**src/rtl/tgram_pkg.sv**
```systemverilog
package tgram_pkg;
  localparam int unsigned BYTE_SHIFT = 2;

  typedef enum logic {
    ACC_LOAD  = 1'b0,
    ACC_STORE = 1'b1
  } acc_kind_e;

  function automatic int unsigned idx_bits(input int unsigned depth);
    return (depth > 1) ? $clog2(depth) : 1;
  endfunction
endpackage

```
**src/rtl/tgram_addr.sv**
```systemverilog
module tgram_addr #(
  parameter int unsigned ADDR_W    = 32,
  parameter int unsigned DEPTH     = 32,
  parameter logic [ADDR_W-1:0] BASE_ADDR = '0,
  parameter int unsigned IDX_W     = 5
) (
  input  logic [ADDR_W-1:0] byte_addr,
  output logic [IDX_W-1:0]  word_idx,
  output logic              idx_hit
);
  import tgram_pkg::*;

  logic [ADDR_W-1:0] offset;
  logic [ADDR_W-1:0] word_full;

  always_comb begin
    offset    = byte_addr - BASE_ADDR;
    word_full = offset >> BYTE_SHIFT;
    word_idx  = word_full[IDX_W-1:0];
    idx_hit   = (byte_addr >= BASE_ADDR) && (word_full < ADDR_W'(DEPTH));
  end
endmodule

```
**src/rtl/tgram_tgl.sv**
```systemverilog
module tgram_tgl (
  input  logic clk,
  input  logic rst,
  input  logic req_tgl,
  output logic pending,
  output logic en_q
);
  always_ff @(negedge clk) begin
    if (rst) en_q <= 1'b0;
    else     en_q <= req_tgl;
  end

  assign pending = (req_tgl ^ en_q) & ~rst;
endmodule

```
**src/rtl/tgram_array.sv**
```systemverilog
module tgram_array #(
  parameter int unsigned DATA_W = 32,
  parameter int unsigned DEPTH  = 32,
  parameter int unsigned IDX_W  = 5
) (
  input  logic              clk,
  input  logic              rst,
  input  logic              acc,
  input  tgram_pkg::acc_kind_e kind,
  input  logic              hit,
  input  logic [IDX_W-1:0]  idx,
  input  logic [DATA_W-1:0] wdata,
  output logic [DATA_W-1:0] rdata
);
  import tgram_pkg::*;

  logic [DATA_W-1:0] mem [DEPTH];

  // The only procedural block that reads or writes mem.
  always_ff @(negedge clk) begin
    if (acc && kind == ACC_STORE && hit)
      mem[idx] <= wdata;
    if (rst)
      rdata <= '0;
    else if (acc && kind == ACC_LOAD)
      rdata <= hit ? mem[idx] : '0;
  end
endmodule

```
**src/rtl/tgram_top.sv**
```systemverilog
module tgram_top #(
  parameter int unsigned DATA_W    = 32,
  parameter int unsigned ADDR_W    = 32,
  parameter int unsigned DEPTH     = 32,
  parameter logic [ADDR_W-1:0] BASE_ADDR = 32'h0000_1000
) (
  input  logic              clk,
  input  logic              rst,
  input  logic              req_tgl,
  input  logic              wr_en,
  input  logic [ADDR_W-1:0] byte_addr,
  input  logic [DATA_W-1:0] wr_data,
  output logic [DATA_W-1:0] rd_data
);
  import tgram_pkg::*;

  localparam int unsigned IDX_W = idx_bits(DEPTH);

  logic             pending;
  logic             int_en_q;
  logic [IDX_W-1:0] word_idx;
  logic             idx_hit;
  acc_kind_e        kind;

  assign kind = wr_en ? ACC_STORE : ACC_LOAD;

  tgram_addr #(
    .ADDR_W(ADDR_W), .DEPTH(DEPTH), .BASE_ADDR(BASE_ADDR), .IDX_W(IDX_W)
  ) u_addr (
    .byte_addr(byte_addr), .word_idx(word_idx), .idx_hit(idx_hit)
  );

  tgram_tgl u_tgl (
    .clk(clk), .rst(rst), .req_tgl(req_tgl), .pending(pending), .en_q(int_en_q)
  );

  tgram_array #(
    .DATA_W(DATA_W), .DEPTH(DEPTH), .IDX_W(IDX_W)
  ) u_array (
    .clk(clk), .rst(rst), .acc(pending), .kind(kind), .hit(idx_hit),
    .idx(word_idx), .wdata(wr_data), .rdata(rd_data)
  );
endmodule

```
**config.mk**
```make
export PLATFORM = sky130hd
export DESIGN_NAME = tgram_top
export DESIGN_NICKNAME = d
export VERILOG_FILES = /design/src/rtl/tgram_pkg.sv /design/src/rtl/tgram_addr.sv /design/src/rtl/tgram_tgl.sv /design/src/rtl/tgram_array.sv /design/src/rtl/tgram_top.sv
export SDC_FILE = /design/constraint.sdc
export NUM_CORES = 1
export LEC_CHECK = 0
export BUFFER_PORTS_ARGS = -buffer_cell sky130_fd_sc_hd__buf_2
export CORE_MARGIN = 2
export CORE_UTILIZATION = 31
export CTS_BUF_LIST = sky130_fd_sc_hd__clkbuf_8
export DETAILED_ROUTE_END_ITERATION = 6
export GPL_ROUTABILITY_DRIVEN = 1
export GPL_TIMING_DRIVEN = 0
export PLACE_DENSITY = 0.48
export SYNTH_ARGS = -nofsm -noshare
export SYNTH_HDL_FRONTEND = slang
export SYNTH_SLANG_ARGS = --single-unit
```
**constraint.sdc**
```tcl
create_clock -name clk -period 6.9 [get_ports clk]
set_input_delay 1.38 -clock clk [delete_from_list [all_inputs] [get_ports clk]]
set_output_delay 1.38 -clock clk [all_outputs]
set_load 0.005 [all_outputs]
```
==> flow_summary.ini <==
[status]
status = finished clean

[cts]
cts.clk_slew.worst_paths_ns = 0.03
hold_buffers = 0
cts_buffers = 183
cts_max_path_buffers = 3
clock-root-buffer = clkbuf_8
h-tree-depth = 4
tritoncts = built
clock_latency_ns = 0.79
clock_sinks = 1057

[drt]
dr.pass1.iters = 6
drt-initial-drc-count = 2022
routed_wl_um = 124000
top_layer = met4
vias = 25700
wl_met3_um = 8020
met2_length_um = 63600
ant_nets = 0
wl_met1_um = 48900
vias_per_cell = 4.80
drc_errors = 0
wl_per_cell_um = 23.1

[sta]
tightest_slew_ns = 1.24
slew_headroom_pct = 17.5
final_max_slew_viol_count = 0
hold_slack_ns = 0.442
rsz0062_at_grt = no
hold_viol_final = 0
clock_skew_ns = 0.0390
setup_viol = 0

[synth]
async_reset_ff_share_pct = 0
ys_ff_latch = 1057
synth_nets = 2059
avgSynthCellArea_sq_um = 20.3
synth_edf_count = 1024
ys_seq_area_share_pct = 77.6
synthCells = 1991
yosys_warnings = 0
syn_area_sq_um = 40500
synthFlopType = edfxtp_1
ys_types = 53

[die]
num_rows = 132
coreArea_sq_um = 129000
start_util_pct = 31.2
die_h_um = 365
die_w_um = 365
die_area_sq_um = 133000
ioPinCount = 100

[setup_path]
worstSetupEndpointType = flip-flop
critical_path_class = in2reg
crit_buf_inv = 3
cp.arrival_ns = 4.06
crit_family = simple AND/OR/NAND/NOR gates
start_kind = primary input
critical_path.max_stage_delay_ns = 0.87
critPathSlowestCell = nor4b_2
required_ns = 4.09
crit_path_max_fanout = 10
crit_chain = buf_2 > buf_4 > nor4b_2 > clkbuf_1 > a22oi_1 > nand4_1 > or3_1 > o21ai_1

[hold_path]
hold_class = reg2reg

[final_layout]
mostFrequentLayoutCell = inv_1
drive_above_1_share_pct = 21.9
most-common-layout-cells = inv_1 (1114), edfxtp_1 (1024), mux2i_1 (238), clkbuf_8 (186), buf_2 (128)
synthToLayoutAreaGrowth_pct = 32.0
nNetsFinal = 3541
fin_cells = 5356

[power_and_ir_drop]
power_uw = 15700
leakage_uw = 0.0224
powerDensity_nw_per_um2 = 294
ir_drop_mv = 0.162

[grt]
grtUsageTotal_pct = 18.6
antenna_found_initial = 2
grt_pass1_vias = 29100
grt_max_degree = 33
grt_overflow = 0
grt_first_pass_wirelength_um = 176000

[place]
port_buffers = 94
gp_congestion = 0.757
place_inst = 3913
hpwl_um = 79600

[job]
cap_violations = 0
-- worst register-to-register path, stage by stage (launching register included) --
cell       delay, ns
dfxtp_1         0.31
xor2_1          0.18
nand4_1         0.16
a2111oi_4       0.45
nand4b_4        0.32
buf_12          0.27
nor3_4          0.41
buf_16          0.22
buf_16          0.17
-- what timing repair did --
action                                  in CTS  in global routing
endpoints found under the setup margin     574                131
hold endpoints to repair                     0                  0
pin swaps                                   19                  5
buffers inserted                            50                 11
cloned                                       0                  0
resized for setup                            3                  0
-- where the power goes --
part           switching, uW  total (uW)  internal (uW)
Combinational            372         562            190
Sequential             0.118        7090           7090
Clock                   4170        8030           3860
-- through the flow --
step           instance area, sq um  setup slack [ns]  TNS [ns]  utilization [%]
2_1_floorplan                 40800            -0.747   -524.23                -
3_3_place_gp                  43500             -2.64  -2218.01             33.6
6_report                      53400            0.0276         0             41.2
3_5_place_dp                  45300             -1.26   -886.09             35.0
5_1_grt                       53400           0.00441         0             41.2
4_1_cts                       53300            0.0120         0             41.2
-- synth_stat cells (2+ instances only) --
| master | instances | area, sq um |
|---|---|---|
| nand4_1 | 32 | 200 |
| and4b_1 | 2 | 20.0 |
| o21ai_0 | 3 | 15.0 |
| edfxtp_1 | 1024 | 30700 |
| or3_1 | 31 | 194 |
| inv_1 | 2 | 7.51 |
| mux4_2 | 119 | 2680 |
| or4bb_1 | 2 | 22.5 |
| buf_8 | 4 | 60.1 |
| nor3_2 | 20 | 200 |
| dfxtp_1 | 33 | 661 |
| a22oi_1 | 112 | 841 |
| buf_6 | 15 | 169 |
| nand2b_1 | 3 | 18.8 |
| o22ai_1 | 75 | 469 |
| xor2_1 | 3 | 26.3 |
| buf_2 | 34 | 170 |
| nand4b_1 | 3 | 26.3 |
| nor2_1 | 4 | 15.0 |
| or3b_2 | 3 | 26.3 |
| nor4b_1 | 2 | 17.5 |
| nand3_1 | 6 | 30.0 |
| nand3b_1 | 4 | 30.0 |
| nor4bb_1 | 2 | 20.0 |
| mux2i_1 | 238 | 2380 |
| o32a_1 | 3 | 30.0 |
| buf_1 | 2 | 7.51 |
| nand2_1 | 38 | 143 |
| a22o_1 | 5 | 43.8 |
| nor3_1 | 12 | 60.1 |
| nor4_1 | 11 | 68.8 |
| buf_4 | 17 | 128 |
| o21ai_1 | 32 | 160 |
| mux2_2 | 36 | 405 |
| clkbuf_1 | 41 | 154 |
-- metal layers --
| metal | up-vias | global-route usage, % |
|---|---|---|
| li1 | 11300 | - |
| met1 | 13200 | 20.9 |
| met2 | 953 | 30.8 |
| met3 | 207 | 6.36 |
| met4 | 0 | 10.4 |
| met5 | - | 0 |
-- path summary, 6_finish.rpt --
check | to | startpoint | slack [ns] | cells past startpoint
worst max register to register | u_array.mem[14][12] | u_tgl.en_q | 4.07 | 8
worst min register to register | u_array.rdata[16] | u_array.rdata[16] | 0.44 | 2
worst max-delay path | u_array.rdata[6] | byte_addr[6] | 0.03 | 8
worst min-delay path | u_array.rdata[16] | u_array.rdata[16] | 0.44 | 2
-- sequential cells by signal (all words and copies together) (netlist names) --
register and flops:
u_tgl.en_q 1, u_array.mem 1024, u_array.rdata 32
-- kinds of logic after synthesis --
kind of cell,Yosys count,synth area share [%]
compound gates,235,4.00
xor+xnor,3,0.0650
buf+inv,117,1.78
flops,1057,77.6
mux,393,13.5
simple gates,186,3.01
-- final cells by class --
class	instances	area, sq um
fill	12100	76100
sequential	1057	31400
multi-input combinational	817	8670
clock inverter	1197	5020
timing repair buffer	241	2810
clock buffer	185	2550
tap	1742	2180
buffer	115	749
inverter	1	3.75
antenna	1	2.50
No activity file was read; power rests on OpenSTA's default activity.
